**src/rtl/ldi_pkg.sv**
```systemverilog
package ldi_pkg;
  parameter int unsigned REG_W = 5;
  parameter int unsigned NSRC  = 2;

  // tracked stages: E1, E2, E3, WB
  localparam int unsigned NSLOT   = 4;
  localparam int unsigned E1_IDX  = 0;
  localparam int unsigned E2_IDX  = 1;
  localparam int unsigned WB_IDX  = NSLOT - 1;
  // cycles from ID until operand use
  localparam int unsigned LAG_EARLY = 1;
  localparam int unsigned LAG_LATE  = 2;

  typedef struct packed {
    logic                       valid;
    logic                       is_load;
    logic                       use_early;
    logic [NSRC-1:0]            src_en;
    logic [NSRC-1:0][REG_W-1:0] src;
    logic [REG_W-1:0]           dst;
  } slot_t;

  // load in stage st_idx blocks a consumer in ID if it reaches WB after the consumer reaches its use stage
  function automatic logic load_blocks(input int unsigned st_idx, input logic use_early);
    int unsigned to_ready;
    int unsigned to_use;
    to_ready = WB_IDX - st_idx;
    to_use   = use_early ? LAG_EARLY : LAG_LATE;
    return to_ready > to_use;
  endfunction
endpackage

```
**src/rtl/ldi_src_cmp.sv**
```systemverilog
module ldi_src_cmp
  import ldi_pkg::*;
(
  input  slot_t id_slot_i,
  input  slot_t stage_i [NSLOT],
  output logic  hazard_o
);
  logic [NSRC*NSLOT-1:0] hit;

  for (genvar s = 0; s < NSRC; s++) begin : g_src
    for (genvar j = 0; j < NSLOT; j++) begin : g_slot
      assign hit[s*NSLOT+j] = id_slot_i.src_en[s]
                            && stage_i[j].valid && stage_i[j].is_load
                            && (stage_i[j].dst == id_slot_i.src[s])
                            && load_blocks(j, id_slot_i.use_early);
    end
  end

  assign hazard_o = |hit;
endmodule

```
**src/rtl/ldi_shadow_pipe.sv**
```systemverilog
module ldi_shadow_pipe
  import ldi_pkg::*;
(
  input  logic  clk_i,
  input  logic  rst_ni,
  input  logic  stall_i,
  input  slot_t id_slot_i,
  output slot_t stage_o [NSLOT]
);
  slot_t stage_q [NSLOT];

  always_ff @(posedge clk_i or negedge rst_ni) begin
    if (!rst_ni)       stage_q[E1_IDX] <= '0;
    else if (stall_i)  stage_q[E1_IDX] <= '0;  // bubble
    else               stage_q[E1_IDX] <= id_slot_i;
  end

  for (genvar j = 1; j < NSLOT; j++) begin : g_shift
    always_ff @(posedge clk_i or negedge rst_ni) begin
      if (!rst_ni) stage_q[j] <= '0;
      else         stage_q[j] <= stage_q[j-1];
    end
  end

  assign stage_o = stage_q;
endmodule

```
**src/rtl/ldi_fwd_sel.sv**
```systemverilog
module ldi_fwd_sel
  import ldi_pkg::*;
#(
  parameter logic EARLY = 1'b1
) (
  input  slot_t           user_i,
  input  slot_t           wb_i,
  output logic [NSRC-1:0] sel_o
);
  for (genvar s = 0; s < NSRC; s++) begin : g_sel
    assign sel_o[s] = user_i.valid && (user_i.use_early == EARLY) && user_i.src_en[s]
                   && wb_i.valid && wb_i.is_load && (wb_i.dst == user_i.src[s]);
  end
endmodule

```
**src/rtl/ldi_interlock.sv**
```systemverilog
module ldi_interlock
  import ldi_pkg::*;
(
  input  logic                  clk_i,
  input  logic                  rst_ni,
  input  logic                  mode_delayed_i,
  input  logic                  id_valid_i,
  input  logic                  id_is_load_i,
  input  logic [REG_W-1:0]      id_dst_i,
  input  logic [NSRC*REG_W-1:0] id_src_i,
  input  logic [NSRC-1:0]       id_src_en_i,
  output logic                  stall_o,
  output logic                  e1_valid_o,
  output logic [NSRC-1:0]       fwd_e1_o,
  output logic [NSRC-1:0]       fwd_e2_o
);
  slot_t id_slot;
  slot_t stage [NSLOT];
  logic  hazard;
  logic  unused_wb;

  always_comb begin
    id_slot           = '0;
    id_slot.valid     = id_valid_i;
    id_slot.is_load   = id_is_load_i;
    id_slot.use_early = id_is_load_i | ~mode_delayed_i;  // address calc stays early
    id_slot.src_en    = id_src_en_i;
    id_slot.src       = id_src_i;
    id_slot.dst       = id_dst_i;
  end

  ldi_src_cmp u_cmp (
    .id_slot_i (id_slot),
    .stage_i   (stage),
    .hazard_o  (hazard)
  );

  assign stall_o = id_valid_i & hazard;

  ldi_shadow_pipe u_pipe (
    .clk_i     (clk_i),
    .rst_ni    (rst_ni),
    .stall_i   (stall_o),
    .id_slot_i (id_slot),
    .stage_o   (stage)
  );

  ldi_fwd_sel #(.EARLY(1'b1)) u_fwd_e1 (
    .user_i (stage[E1_IDX]),
    .wb_i   (stage[WB_IDX]),
    .sel_o  (fwd_e1_o)
  );

  ldi_fwd_sel #(.EARLY(1'b0)) u_fwd_e2 (
    .user_i (stage[E2_IDX]),
    .wb_i   (stage[WB_IDX]),
    .sel_o  (fwd_e2_o)
  );

  assign e1_valid_o = stage[E1_IDX].valid;
  assign unused_wb  = ^{stage[WB_IDX].src, stage[WB_IDX].src_en, stage[WB_IDX].use_early};
endmodule

```
**config.mk**
```make
export PLATFORM = sky130hd
export DESIGN_NAME = ldi_interlock
export DESIGN_NICKNAME = d
export VERILOG_FILES = /design/src/rtl/ldi_pkg.sv /design/src/rtl/ldi_src_cmp.sv /design/src/rtl/ldi_shadow_pipe.sv /design/src/rtl/ldi_fwd_sel.sv /design/src/rtl/ldi_interlock.sv
export SDC_FILE = /design/constraint.sdc
export NUM_CORES = 1
export LEC_CHECK = 0
export ABC_AREA = 1
export BUFFER_PORTS_ARGS = -buffer_cell sky130_fd_sc_hd__buf_2
export CAP_MARGIN = 20
export CORE_UTILIZATION = 35
export DETAILED_ROUTE_END_ITERATION = 8
export SLEW_MARGIN = 20
export SYNTH_ARGS = -nofsm -noshare
export SYNTH_HDL_FRONTEND = slang
export SYNTH_HIERARCHICAL = 1
export SYNTH_SLANG_ARGS = --single-unit
```
**constraint.sdc**
```tcl
create_clock -name clk_i -period 1.1 [get_ports clk_i]
set_input_delay 0.11 -clock clk_i [delete_from_list [all_inputs] [get_ports clk_i]]
set_output_delay 0.11 -clock clk_i [all_outputs]
set_load 0.05 [all_outputs]
```
==> impl_metrics.env <==
export IMPL_avgSynthCellArea_um2=7.49
export IMPL_insertedDiodeCount=0
export IMPL_post_route_min_period_ns=1.65
export IMPL_initial_core_util_pct=37.3
export IMPL_grt_overflow_total=0
export IMPL_leakagePower_nw=1.76
export IMPL_final_hold_viol_count=0
export IMPL_crit_path_cell_trace="inv_1 -> nand2_1 -> a21oi_1 -> nand3_1 -> nand2_1 -> inv_1 -> nand2_1 -> nand2_2 -> clkinvlp_4 -> buf_8"
export IMPL_drt_iter0_drc=70
export IMPL_cts_path_max_buffers=2
export IMPL_violations="setup timing"
export IMPL_syn_nets=345
export IMPL_clkTransAtPathRegs_ns=0.09
export IMPL_critPathSlowestCell="dfrtp_1"
export IMPL_cp_end_kind="output port"
export IMPL_post_dp_cell_area_mm2=0.00282
export IMPL_fin_hold_ws_ns=0.00604
export IMPL_tritoncts="yes"
export IMPL_max_stage_delay_ns=0.42
export IMPL_setup_tns_ns=-10.85
export IMPL_critPathKind="flop to output port"
export IMPL_totalPowerFinal_mw=3.99
export IMPL_crit_arrival_ns=1.54
export IMPL_vdd_ir_drop_max_mv=0.669
export IMPL_ant_nets=0
export IMPL_cts_root_buf="clkbuf_8"
export IMPL_drt_wl_total_mm=4.73
export IMPL_fillerInstances=610
export IMPL_largest_reg_flops=54
export IMPL_required_ns=0.99
export IMPL_die_x_um=85.2
export IMPL_ys_warn_count=6
export IMPL_pin_count=28
export IMPL_finalSetupViolCount=26
export IMPL_area_growth_pct=29.8
export IMPL_tightestPinTransition_ns=0.464
export IMPL_hp_class="input pin to flop"
export IMPL_status="finished, violations left"
export IMPL_coreArea_mm2=0.00649
export IMPL_num_rows=29
export IMPL_clk_insertion_delay_late_ns=0.30
export IMPL_slew_headroom_pct=69.1
export IMPL_grt_max_degree=24
export IMPL_grt_first_pass_wirelength_mm=8.29
export IMPL_grt_usage_pct=14.7
export IMPL_max_freq_ghz=0.607
export IMPL_die_y_um=85.2
export IMPL_p_per_area_mw_per_mm2=1270
export IMPL_cts_sinks=54
export IMPL_vias_per_cell=4.26
export IMPL_first_global_vias=1860
export IMPL_maxCapViolations=0
export IMPL_finalNetCount=399
export IMPL_dr_pass1_iters=4
export IMPL_dp_slack_ns=-0.358
export IMPL_final_area_mm2=0.00314
export IMPL_drive_above_1_share_pct=28.8
export IMPL_vias=1940
export IMPL_drc=0
export IMPL_dpl_hpwl_mm=3.48
export IMPL_critPathLaunchType="flop"
export IMPL_cpMostUsedCell="nand2_1"
export IMPL_wl_per_cell_um=10.4
export IMPL_finClkSkew_ns=0.00463
export IMPL_rsz0062_at_grt="true"
export IMPL_syn_inst=323
export IMPL_io_buffers=27
export IMPL_cts_inserted_buffers=5
export IMPL_die_area_mm2=0.00725
export IMPL_post_route_period_util_pct=150
export IMPL_crit_fanout=4
export IMPL_h_tree_depth=2
export IMPL_antenna_found_initial=0
export IMPL_synth_area_mm2=0.00242
export IMPL_slew_violations=0
export IMPL_place_congestion=0.823
export IMPL_setup_ws_ns=-0.547
==> power by group <==
group | switching [mW] | internal (mW)
Clock | 0.623 | 0.679
Sequential | 0.0888 | 2.10
Combinational | 0.287 | 0.214
Total | 0.999 | 2.99
==> worst paths after layout <==
kind | startpoint | to | slack [ns] | cells past startpoint
worst max-delay path | u_pipe/stage_o[64]$_DFF_PN0_ | stall_o | -0.55 | 10
worst min-delay path | id_dst_i[3] | u_pipe/stage_o[63]$_DFF_PN0_ | 0.006 | 3
worst max register to register | u_pipe/stage_o[61]$_DFF_PN0_ | u_pipe/stage_o[68]$_DFF_PN0_ | -0.44 | 11
worst min register to register | u_pipe/stage_o[21]$_DFF_PN0_ | u_pipe/stage_o[1]$_DFF_PN0_ | 0.36 | 0
max in group asynchronous | rst_ni | u_pipe/stage_o[2]$_DFF_PN0_ | 0.34 | 3
min in group asynchronous | rst_ni | u_pipe/stage_o[43]$_DFF_PN0_ | 0.28 | 2
==> worst max-delay path, delay by kind of cell (launching register included) <==
family,cells,cell delay [ns]
buffers and inverters,4,0.34
and+or+nand+nor,5,0.32
AOI/OAI and AO/OA,1,0.15
DFF,1,0.42
==> what timing repair did <==
item                       4_1_cts  5_1_grt
hold buffers                     3        0
setup endpoints to repair       26       26
pin swaps                        8       17
gates cloned                     1        0
setup buffers                    1        3
resized for setup               24       36
hold endpoints to repair        16        0
==> area by class of cell <==
class | instances | area (um^2) | share of cell area (%)
flip-flops and latches | 54 | 1360 | 43.3
well taps | 77 | 96.3 | 3.07
repair buffers | 49 | 422 | 13.4
multi-input cells | 187 | 850 | 27.1
clock buffers | 6 | 72.6 | 2.31
inverters | 80 | 304 | 9.68
clock inverters | 2 | 37.5 | 1.20
==> metal layers <==
metal | global-route usage (%) | share of wire (%)
met1 | 18.7 | 45
met2 | 25.1 | 49
met3 | 2.43 | 3.4
met4 | 5.70 | 1.9
met5 | 0 | 0
==> placed cells by master (no fill, tap or decap) <==
cell type / instances
nand2_1: 106
inv_1: 63
dfrtp_1: 48
nor2_1: 33
buf_2: 21
inv_2: 14
nor2_2: 14
buf_4: 13
nand2_2: 11
nand3_1: 8
dfrtp_2: 6
clkbuf_8: 5
buf_6: 5
nand3_2: 4
a21oi_1: 4
nor2_4: 4
dlygate4sd3_1: 3
buf_8: 3
buf_12: 3
clkinvlp_4: 2
a21oi_2: 2
clkinv_1: 2
clkbuf_1: 1
bufinv_16: 1
buf_16: 1
xor2_1: 1
==> metrics by stage <==
stage	utilization, %	std cells
finish	48.4	455
global route	48.4	455
CTS	47.2	454
detailed placement	43.5	441
global placement	43.5	441
floorplan	-	323
Power figures use the tool's default switching activity.
